<file path="src/rtl/rxq_pkg.sv">
package rxq_pkg;

    localparam int DATA_W  = 64;
    localparam int BAR_W   = 7;
    localparam int REM_W   = 8;
    localparam int NUM_CLS = 3;

    typedef enum logic [1:0] {
        CLS_POSTED    = 2'd0,
        CLS_NONPOSTED = 2'd1,
        CLS_COMPL     = 2'd2
    } pkt_class_e;

    typedef struct packed {
        logic [DATA_W-1:0] data;
        logic              last;
        logic              upper_only;
    } beat_t;

    typedef struct packed {
        logic [BAR_W-1:0] bar;
        logic             poison;
    } pkt_attr_t;

    function automatic pkt_class_e decode_kind(input logic [1:0] kind);
        case (kind)
            2'd0:    return CLS_POSTED;
            2'd1:    return CLS_NONPOSTED;
            default: return CLS_COMPL;
        endcase
    endfunction

    function automatic logic [REM_W-1:0] rem_code(input logic last, input logic upper_only);
        return (last && upper_only) ? 8'h0F : 8'h00;
    endfunction

endpackage

</file>
<file path="src/rtl/rxq_class_store.sv">
module rxq_class_store
    import rxq_pkg::*;
#(
    parameter int DEPTH     = 12,
    parameter int MAX_PKTS  = 4,
    parameter int MAX_BEATS = 4,
    parameter int SEQ_W     = 5
) (
    input  logic             clk,
    input  logic             rst,
    input  logic             push_beat,
    input  beat_t            beat_in,
    input  logic             push_info,
    input  pkt_attr_t        attr_in,
    input  logic [SEQ_W-1:0] stamp_in,
    input  logic             mark_done,
    input  logic             pop_beat,
    input  logic             pop_pkt,
    output beat_t            head_beat,
    output pkt_attr_t        head_attr,
    output logic [SEQ_W-1:0] head_stamp,
    output logic             has_pkt,
    output logic             full
);

    localparam int PW = (DEPTH > 1) ? $clog2(DEPTH) : 1;
    localparam int QW = (MAX_PKTS > 1) ? $clog2(MAX_PKTS) : 1;
    localparam int CW = $clog2(DEPTH + 1);
    localparam int KW = $clog2(MAX_PKTS + 1);

    beat_t            beat_mem  [DEPTH];
    pkt_attr_t        attr_mem  [MAX_PKTS];
    logic [SEQ_W-1:0] stamp_mem [MAX_PKTS];

    logic [PW-1:0] bw_ptr, br_ptr;
    logic [QW-1:0] iw_ptr, ir_ptr;
    logic [CW-1:0] beat_cnt;
    logic [KW-1:0] pkt_cnt, done_cnt;

    function automatic logic [PW-1:0] bump_beat(input logic [PW-1:0] p);
        return (p == PW'(DEPTH - 1)) ? '0 : p + 1'b1;
    endfunction

    function automatic logic [QW-1:0] bump_pkt(input logic [QW-1:0] p);
        return (p == QW'(MAX_PKTS - 1)) ? '0 : p + 1'b1;
    endfunction

    always_ff @(posedge clk) begin
        if (push_beat) beat_mem[bw_ptr] <= beat_in;
        if (push_info) begin
            attr_mem[iw_ptr]  <= attr_in;
            stamp_mem[iw_ptr] <= stamp_in;
        end
    end

    always_ff @(posedge clk) begin
        if (rst) begin
            bw_ptr   <= '0;
            br_ptr   <= '0;
            iw_ptr   <= '0;
            ir_ptr   <= '0;
            beat_cnt <= '0;
            pkt_cnt  <= '0;
            done_cnt <= '0;
        end else begin
            if (push_beat) bw_ptr <= bump_beat(bw_ptr);
            if (pop_beat)  br_ptr <= bump_beat(br_ptr);
            if (push_info) iw_ptr <= bump_pkt(iw_ptr);
            if (pop_pkt)   ir_ptr <= bump_pkt(ir_ptr);
            beat_cnt <= beat_cnt + CW'(push_beat) - CW'(pop_beat);
            pkt_cnt  <= pkt_cnt + KW'(push_info) - KW'(pop_pkt);
            done_cnt <= done_cnt + KW'(mark_done) - KW'(pop_pkt);
        end
    end

    assign head_beat  = beat_mem[br_ptr];
    assign head_attr  = attr_mem[ir_ptr];
    assign head_stamp = stamp_mem[ir_ptr];
    assign has_pkt    = (done_cnt != '0);
    assign full       = (pkt_cnt == KW'(MAX_PKTS)) ||
                        ((CW'(DEPTH) - beat_cnt) < CW'(MAX_BEATS));

    // writer never pushes into a store with no room
    p_no_overflow_r9: assert property (@(posedge clk) disable iff (rst)
        push_beat |-> (beat_cnt < CW'(DEPTH)));
    p_no_pkt_overflow_r9: assert property (@(posedge clk) disable iff (rst)
        push_info |-> (pkt_cnt < KW'(MAX_PKTS)));
    // only completely written packets are ever retired
    p_pop_complete_r8: assert property (@(posedge clk) disable iff (rst)
        pop_pkt |-> has_pkt);
    p_pop_beat_r8: assert property (@(posedge clk) disable iff (rst)
        pop_beat |-> (beat_cnt != '0));

endmodule

</file>
<file path="src/rtl/rxq_order_pick.sv">
module rxq_order_pick
    import rxq_pkg::*;
#(
    parameter int SEQ_W = 5
) (
    input  logic                            clk,
    input  logic                            rst,
    input  logic [NUM_CLS-1:0]              avail,
    input  logic [NUM_CLS-1:0][SEQ_W-1:0]   stamps,
    input  logic                            np_allow,
    output logic                            any,
    output pkt_class_e                      pick
);

    logic [NUM_CLS-1:0] elig;
    logic [NUM_CLS-1:0] win;

    function automatic logic is_older(input logic [SEQ_W-1:0] a, input logic [SEQ_W-1:0] b);
        logic [SEQ_W-1:0] diff;
        diff = a - b;
        return diff[SEQ_W-1];
    endfunction

    always_comb begin
        elig = avail;
        if (!np_allow) elig[CLS_NONPOSTED] = 1'b0;
    end

    for (genvar i = 0; i < NUM_CLS; i++) begin : g_cand
        logic [NUM_CLS-1:0] beats_other;
        for (genvar j = 0; j < NUM_CLS; j++) begin : g_vs
            if (i == j) begin : g_self
                assign beats_other[j] = 1'b1;
            end else begin : g_cmp
                assign beats_other[j] = !elig[j] || is_older(stamps[i], stamps[j]);
            end
        end
        assign win[i] = elig[i] && (&beats_other);
    end

    always_comb begin
        pick = CLS_POSTED;
        for (int i = 0; i < NUM_CLS; i++) begin
            if (win[i]) pick = pkt_class_e'(2'(i));
        end
    end

    assign any = |win;

    // at most one class is ever judged oldest
    p_one_winner_r2: assert property (@(posedge clk) disable iff (rst)
        $onehot0(win));
    // withheld permission never lets a non-posted packet win
    p_np_blocked_r3: assert property (@(posedge clk) disable iff (rst)
        !np_allow |-> !win[CLS_NONPOSTED]);

endmodule

</file>
<file path="src/rtl/rx_order_queue.sv">
module rx_order_queue
    import rxq_pkg::*;
#(
    parameter int DEPTH     = 12,
    parameter int MAX_PKTS  = 4,
    parameter int MAX_BEATS = 4
) (
    input  logic        clk,
    input  logic        rst,
    input  logic        in_valid,
    input  logic        in_sof,
    input  logic        in_eof,
    input  logic        in_upper_only,
    input  logic [63:0] in_data,
    input  logic [1:0]  in_kind,
    input  logic [6:0]  in_bar,
    input  logic        in_poison,
    output logic [2:0]  in_full,
    input  logic        np_ok_n,
    output logic [63:0] rx_data,
    output logic [7:0]  rx_rem_n,
    output logic        rx_sof_n,
    output logic        rx_eof_n,
    output logic        rx_src_rdy_n,
    input  logic        rx_dst_rdy_n,
    output logic        rx_err_fwd_n,
    output logic [6:0]  rx_bar_hit_n
);

    localparam int SEQ_W = $clog2(NUM_CLS * MAX_PKTS) + 1;

    // ---------------- write side ----------------
    pkt_class_e       cur_kind;
    pkt_class_e       wr_kind;
    logic [SEQ_W-1:0] seq;

    assign wr_kind = in_sof ? decode_kind(in_kind) : cur_kind;

    always_ff @(posedge clk) begin
        if (rst) begin
            cur_kind <= CLS_POSTED;
            seq      <= '0;
        end else if (in_valid && in_sof) begin
            cur_kind <= decode_kind(in_kind);
            seq      <= seq + 1'b1;
        end
    end

    // ---------------- output control ----------------
    logic       busy;
    logic       first;
    pkt_class_e sel;
    logic       xfer;

    beat_t                          head_beat  [NUM_CLS];
    pkt_attr_t                      head_attr  [NUM_CLS];
    logic [NUM_CLS-1:0][SEQ_W-1:0]  head_stamp;
    logic [NUM_CLS-1:0]             has_pkt;
    logic [NUM_CLS-1:0]             cls_full;

    beat_t     cur_beat;
    pkt_attr_t cur_attr;

    assign cur_beat = head_beat[sel];
    assign cur_attr = head_attr[sel];
    assign xfer     = busy && !rx_dst_rdy_n;

    for (genvar k = 0; k < NUM_CLS; k++) begin : g_cls
        logic  push_k;
        beat_t beat_k;
        pkt_attr_t attr_k;
        assign push_k = in_valid && (wr_kind == pkt_class_e'(2'(k)));
        assign beat_k = '{data: in_data, last: in_eof, upper_only: in_upper_only};
        assign attr_k = '{bar: in_bar, poison: in_poison};

        rxq_class_store #(
            .DEPTH     (DEPTH),
            .MAX_PKTS  (MAX_PKTS),
            .MAX_BEATS (MAX_BEATS),
            .SEQ_W     (SEQ_W)
        ) u_store (
            .clk        (clk),
            .rst        (rst),
            .push_beat  (push_k),
            .beat_in    (beat_k),
            .push_info  (push_k && in_sof),
            .attr_in    (attr_k),
            .stamp_in   (seq),
            .mark_done  (push_k && in_eof),
            .pop_beat   (xfer && (sel == pkt_class_e'(2'(k)))),
            .pop_pkt    (xfer && (sel == pkt_class_e'(2'(k))) && cur_beat.last),
            .head_beat  (head_beat[k]),
            .head_attr  (head_attr[k]),
            .head_stamp (head_stamp[k]),
            .has_pkt    (has_pkt[k]),
            .full       (cls_full[k])
        );
    end

    assign in_full = cls_full;

    logic       pick_any;
    pkt_class_e pick_cls;

    rxq_order_pick #(.SEQ_W(SEQ_W)) u_pick (
        .clk      (clk),
        .rst      (rst),
        .avail    (has_pkt),
        .stamps   (head_stamp),
        .np_allow (!np_ok_n),
        .any      (pick_any),
        .pick     (pick_cls)
    );

    always_ff @(posedge clk) begin
        if (rst) begin
            busy  <= 1'b0;
            first <= 1'b0;
            sel   <= CLS_POSTED;
        end else if (!busy) begin
            if (pick_any) begin
                busy  <= 1'b1;
                first <= 1'b1;
                sel   <= pick_cls;
            end
        end else if (xfer) begin
            first <= 1'b0;
            if (cur_beat.last) busy <= 1'b0;
        end
    end

    assign rx_src_rdy_n = !busy;
    assign rx_data      = cur_beat.data;
    assign rx_sof_n     = !(busy && first);
    assign rx_eof_n     = !(busy && cur_beat.last);
    assign rx_rem_n     = busy ? rem_code(cur_beat.last, cur_beat.upper_only) : 8'h00;
    assign rx_err_fwd_n = !(busy && cur_attr.poison);
    assign rx_bar_hit_n = busy ? ~cur_attr.bar : 7'h7F;

    // a stalled beat is held unchanged
    p_hold_r1: assert property (@(posedge clk) disable iff (rst)
        (!rx_src_rdy_n && rx_dst_rdy_n) |=>
        (!rx_src_rdy_n && $stable(rx_data) && $stable(rx_sof_n) &&
         $stable(rx_eof_n) && $stable(rx_rem_n)));
    // flags constant within a packet
    p_flags_const_r7: assert property (@(posedge clk) disable iff (rst)
        (!rx_src_rdy_n && !rx_dst_rdy_n && rx_eof_n) |=>
        (!rx_src_rdy_n && $stable(rx_bar_hit_n) && $stable(rx_err_fwd_n)));
    // remainder only marks end beats
    p_rem_r5: assert property (@(posedge clk) disable iff (rst)
        rx_eof_n |-> (rx_rem_n == 8'h00));
    // an offered packet is a complete one in its class store
    p_offer_complete_r8: assert property (@(posedge clk) disable iff (rst)
        !rx_src_rdy_n |-> has_pkt[sel]);
    // a packet launched while permission is withheld is not non-posted
    p_launch_r3: assert property (@(posedge clk) disable iff (rst)
        (!busy && pick_any && np_ok_n) |=> (sel != CLS_NONPOSTED));

endmodule

</file>
<file path="config.mk">
export PLATFORM = sky130hd
export DESIGN_NAME = rx_order_queue
export DESIGN_NICKNAME = d
export VERILOG_FILES = /design/src/rtl/rxq_pkg.sv /design/src/rtl/rxq_class_store.sv /design/src/rtl/rxq_order_pick.sv /design/src/rtl/rx_order_queue.sv
export SDC_FILE = /design/constraint.sdc
export NUM_CORES = 2
export LEC_CHECK = 0
export ABC_CLOCK_PERIOD_IN_PS = 8910
export BUFFER_PORTS_ARGS = -buffer_cell sky130_fd_sc_hd__buf_2
export CORE_ASPECT_RATIO = 0.9
export CORE_UTILIZATION = 62
export DETAILED_ROUTE_END_ITERATION = 8
export PLACE_DENSITY = 0.77
export SYNTH_ARGS = -nofsm -noshare
export SYNTH_HDL_FRONTEND = slang
export SYNTH_SLANG_ARGS = --single-unit
</file>
<file path="constraint.sdc">
create_clock -name clk -period 8.91 [get_ports clk]
set_clock_uncertainty 0.15 [all_clocks]
set_input_delay 1.782 -clock clk [delete_from_list [all_inputs] [get_ports clk]]
set_output_delay 1.782 -clock clk [all_outputs]
set_load 0.01 [all_outputs]
</file>
== Yosys cells after proc, flatten, opt, wreduce, memory -nomap -nowiden ==
Memory sizes are Yosys's and may differ from the RTL's. A register that Yosys moved wholly into a read port is not among the register bits.
Cells that the tools add are included.

* Bits in registers: 77
* Bits in writable memories: 2532
* Input bits: 82
* Output and inout bits: 86
* Memories: 9

{| class="wikitable"
|+ Memory list
! memory !! words !! width !! rd ports !! clocked after Yosys merged registers in !! wr ports !! line !! text
|-
| g_cls[0].u_store.beat_mem || 12 || 66 || 1 || 1 || 1 || rxq_class_store.sv:31 || <nowiki>beat_t beat_mem [DEPTH];</nowiki>
|-
| g_cls[1].u_store.beat_mem || 12 || 66 || 1 || 1 || 1 || rxq_class_store.sv:31 ||
|-
| g_cls[2].u_store.beat_mem || 12 || 66 || 1 || 1 || 1 || rxq_class_store.sv:31 ||
|-
| g_cls[0].u_store.attr_mem || 4 || 8 || 1 || 1 || 1 || rxq_class_store.sv:32 || <nowiki>pkt_attr_t attr_mem [MAX_PKTS];</nowiki>
|-
| g_cls[1].u_store.attr_mem || 4 || 8 || 1 || 1 || 1 || rxq_class_store.sv:32 ||
|-
| g_cls[2].u_store.attr_mem || 4 || 8 || 1 || 1 || 1 || rxq_class_store.sv:32 ||
|-
| 3 more memories || - || - || - || - || - || - ||
|}

* Add/sub/neg operators: 40
* Order comparisons: 4
* Equal/unequal tests: 21
* Mux-type cells: 63
* Bitwise operators: 3
* Reductions and logical operators: 54

{| class="wikitable"
|+ Operator list
! kind !! number
|-
| $bmux 66 s2 || 1
|-
| $mux 66 || 2
|-
| $mux 4 || 14
|-
| $mux 2 || 20
|-
| $sub 5x5->5 || 6
|-
| $add 4x1->4 const B || 6
|-
| $eq 4x4->1 const B || 6
|-
| $logic_and 1x1->1 || 24
|-
| $mux 1 || 21
|-
| $add 3x1->3 || 6
|-
| $sub 3x1->3 || 6
|-
| $bmux 8 s2 || 1
|-
| $eq 2x2->1 const B || 8
|-
| $mux 8 || 2
|-
| $add 2x1->2 const B || 6
|-
| $add 4x1->4 || 3
|-
| $lt 4x3->1 const B || 3
|-
| $sub 4x1->4 || 3
|-
| $sub 4x4->4 const A || 3
|-
| $reduce_and 2->1 || 5
|-
| $eq 3x3->1 const B || 3
|-
| $logic_or 1x1->1 || 9
|-
| $reduce_bool 3->1 || 3
|-
| $logic_not 1->1 || 8
|-
| other kinds (12) || 16
|}

== Longest topological paths before layout ==
* Depth after elaboration: 9
* Gate-level depth with buffers: 14

== Hierarchy ==
Synthesis repeated with hierarchy kept, for this count alone.

* Cell total of the unflattened synthesis: 5507
* Area, all modules: 103735.7 sq um

{| class="wikitable"
|+ Modules (own cells, without submodules)
! module !! times used !! cells an instance !! area an instance (sq um)
|-
| rxq_class_store at g_cls[0].u_store || 1 || 1698 || 33647.3
|-
| rxq_class_store at g_cls[2].u_store || 1 || 1698 || 33637.3
|-
| rxq_class_store at g_cls[1].u_store || 1 || 1698 || 33591.0
|-
| rx_order_queue || 1 || 341 || 2301.0
|-
| rxq_order_pick || 1 || 72 || 559.3
|}

== Worst setup path before layout ==
OpenSTA, ideal clock, no wires.

* Kind: input -> register
* Start point: input port in_sof
* End point: memory g_cls[0].u_store.beat_mem[0][0] (netlist bit) (enable)
* Setup time: 0.571 ns
* Arrival time: 7.299 ns
* Required time: 8.189 ns
* Slack: 0.890 ns
* Stages on the path: 6
* Buffers on the path: 2
* Cell sequence: clkbuf_1 > nor3b_1 > o21a_1 > clkbuf_1 > nand2_1 > nor3_1

* Word-level cells in the longest chain between the ends: 5

{| class="wikitable"
|+ Ends and longest elaborated chain
! what !! line !! text
|-
| start, declared || rx_order_queue.sv:11 || <nowiki>input logic in_sof,</nowiki>
|-
| $mux 2 || rx_order_queue.sv:37 || <nowiki>assign wr_kind = in_sof ? decode_kind(in_kind) : cur_kind;</nowiki>
|-
| $logic_not 2->1 || rx_order_queue.sv:72 || <nowiki>assign push_k = in_valid && (wr_kind == pkt_class_e'(2'(k)));</nowiki>
|-
| $logic_and 1x1->1 || rx_order_queue.sv:72 ||
|-
| net g_cls[0].push_k || rx_order_queue.sv:69 || <nowiki>logic push_k;</nowiki>
|-
| $mux 1 || rxq_class_store.sv:49 || <nowiki>if (push_beat) beat_mem[bw_ptr] <= beat_in;</nowiki>
|-
| $mux 1 (not written as such) || rxq_class_store.sv:49 ||
|-
| end, declared || rxq_class_store.sv:31 ||
|}

The timed path passes the listed nets, and every way through them passes these cells.

==> impl_metrics.tcl <==
set metrics [dict create \
    vias 48780 \
    fin_setup_tns_ns 0 \
    drt-wirelength-per-cell_um 30.6 \
    first_pass_iters 6 \
    synth_top_area_share_pct 74.7 \
    placed_cells 6916 \
    clk_pin_slew_worst_paths_ns 0.06 \
    fp-row-count 140 \
    hold_class "flop to flop" \
    cts_setup_buffers 0 \
    synthDistinctLibCells 49 \
    die_h_um 386 \
    post_cts_resized 0 \
    cp_max_fo 44 \
    start_util_pct 62.7 \
    crit_end "rx_rem_n[3]" \
    dieArea_um2 166000 \
    grt_max_degree 136 \
    fin_nets 5189 \
    p_leak_nw 34.8 \
    clk_path_buf_depth 3 \
    ys_seq_area_share_pct 76.5 \
    reg2reg_slack_ns 3.97 \
    ys_warn_count 0 \
    post_dp_cell_area_um2 105000 \
    ys.flop_type "edfxtp_1" \
    synth_edf_count 2532 \
    finalCritPeriodShare_pct 72.5 \
    cts_buffers 234 \
    power_density_nw_per_um2 221 \
    start_kind "flop" \
    grt_pass1_wl_um 330000 \
    max_slew_margin_pct 17.9 \
    area_delta_synth_final_pct 10.5 \
    cts_hold_buf 0 \
    drive_above_1_share_pct 24.3 \
    hold_viol 0 \
    ios 168 \
    r2r_end "g_cls[0].u_store.pkt_cnt[2]" \
    fmax_mhz 155 \
    fin_cells 7354 \
    final_util_pct 69.3 \
    async_reset_ff_share_pct 0 \
    reg2regPathDepth 14 \
    drc_errors 0 \
    core-area_um2 162000 \
    grt_pass1_vias 49800 \
    grt_overflow 0 \
    drtAntennaViolNets 0 \
    synth_cells 4797 \
    status "finished clean" \
    cts_tree "built" \
    cts.htree.levels 4 \
    ys_seq_elements 2627 \
    cts_root_buf "clkbuf_16" \
    avgSynthCellArea_um2 21.2 \
    yosys.area.top_type "edfxtp_1" \
    dpl.hpwl_um 119000 \
    netlist_area_um2 102000 \
    peakVddDrop_v 0.000216 \
    drt_wl_total_um 225000 \
    grtUsageTotal_pct 27.5 \
    setup_viol 0 \
    cts.sinks 2627 \
    drv_slew 0 \
    synth_area_leaders "edfxtp_1 75%, mux4_2 14%, mux2i_1 2.7%" \
    clock_latency_ns 0.88 \
    worstPathRequired_ns 6.98 \
    vias_per_cell 6.63 \
    critical_path.endpoint_type "output port" \
    rsz0062_at_grt "no" \
    place_congestion 0.785 \
    grt_antenna_before_repair 6 \
    tightest_slew_ns 1.23 \
    post-route-min-period_ns 6.46 \
    critical_path_arrival_ns 4.53 \
    final_cell_area_um2 113000 \
    die_w_um 429 \
    max_cap_viol_count 0 \
    portBuffers 163 \
    path_class "flop to output port" \
    drt_iter0_drc 6128 \
]
==> metal layers <==
| metal | vias up | GRT usage, % | share of wire, % |
|---|---|---|---|
| met5 | - | 0 | 0.010 |
| met3 | 435 | 4.83 | 9.0 |
| met2 | 2590 | 43.8 | 49 |
| li1 | 20186 | - | - |
| met1 | 25565 | 38.9 | 39 |
| met4 | 4 | 9.71 | 3.5 |
==> cells in the final DEF (no fill, tap or decap), types with 8 or more instances in the layout <==
cell type  Yosys  final
edfxtp_1    2532   2532
mux4_2       633    633
mux2i_1      275    275
clkbuf_16      0    235
nand2_1      204    203
buf_2         62    163
o21ai_0      151    151
nor2_1       138    122
a21oi_1       99     99
dfxtp_1       95     82
ha_1          76     76
buf_4         14     68
o22ai_1       65     65
inv_1         61     59
clkinv_1       0     53
clkinv_2       0     50
clkbuf_1     137     49
nor2b_1       24     24
xnor2_1       21     21
xor2_1        19     19
nor3_1        24     17
nor2_4         0     16
dfxtp_4        0     13
nand3_1       12     12
and3_1        19     12
bufinv_16      0     11
buf_12         0     10
a21o_1         9      9
fa_1           9      9
o211ai_1       8      8
==> worst min-delay path by stage <==
stage                             end  slack (ns)  depth (start not counted)         from
after global placement    cur_kind[0]        0.32                          2  cur_kind[0]
after floorplan           cur_kind[0]        0.31                          2  cur_kind[0]
after detailed placement  cur_kind[0]        0.33                          2  cur_kind[0]
after CTS                 cur_kind[0]        0.33                          2  cur_kind[0]
after global routing      cur_kind[0]        0.36                          2  cur_kind[0]
final                     cur_kind[0]        0.34                          2  cur_kind[0]
==> worst max-delay path, cell delays in order (launching register included) <==
cell,delay [ns]
dfxtp_4,0.95
buf_4,0.65
mux4_2,0.59
mux2_2,0.29
o2111ai_2,0.40
o311ai_1,0.25
nand2_1,0.19
nor2_1,0.11
buf_2,0.17
==> Yosys cell counts (all sizes together), types with 6 or more instances <==
master / instances
a21o: 9
a21oi: 99
and2: 6
and3: 19
buf: 118
clkbuf: 137
dfxtp: 95
edfxtp: 2532
fa: 9
ha: 76
inv: 62
mux2: 7
mux2i: 275
mux4: 633
nand2: 204
nand2b: 7
nand3: 12
nor2: 139
nor2b: 24
nor3: 24
o2111ai: 6
o211ai: 9
o21a: 7
o21ai: 151
o22ai: 65
xnor2: 21
xor2: 19
==> registers in the layout (all words and copies together), names as in the netlist, 2 cells and up, named ones only <==
name / cells
g_cls.u_store.done_cnt: 9
g_cls.u_store.pkt_cnt: 9
sel: 2
g_cls.u_store.beat_mem: 2376
g_cls.u_store.bw_ptr: 12
g_cls.u_store.br_ptr: 12
g_cls.u_store.stamp_mem: 60
g_cls.u_store.attr_mem: 96
g_cls.u_store.iw_ptr: 6
g_cls.u_store.ir_ptr: 6
cur_kind: 2
seq: 5
g_cls.u_store.beat_cnt: 12
==> metrics by stage <==
step                power, mW  hold slack, ns  worst slack, ns
global placement         15.5           0.318             3.30
CTS                      25.0           0.334             2.30
detailed placement       15.5           0.327             3.24
finish                   24.9           0.337             2.45
global route             25.6           0.357             2.17
floorplan                14.9           0.308            0.890
==> power breakdown <==
part / switching, mW / leakage (nW) / internal [mW]
Clock: 4.44 / 3.59 / 5.24
Sequential: 0.0884 / 23.7 / 13.6
Combinational: 0.898 / 7.59 / 0.618
Total: 5.42 / 34.8 / 19.5
==> kinds of logic after synthesis <==
group | after synthesis | share of synthesized area (%)
simple gates | 451 | 1.90
other cells | 1 | 0.00368
xor+xnor | 40 | 0.344
flops | 2627 | 76.5
mux | 915 | 16.8
buf+inv | 317 | 1.30
compound gates | 361 | 2.02
fa+ha+maj | 85 | 1.11
==> area by class of cell <==
type	instances	area (um2)
clock buffer	294	6180
inverter	62	243
antenna	5	12.5
multi-input combinational	1856	22800
tap	2130	2670
clock inverter	139	1150
sequential	2627	78000
timing repair buffer	241	1530
fill	9457	49800
No activity file was read; power rests on OpenSTA's default activity.
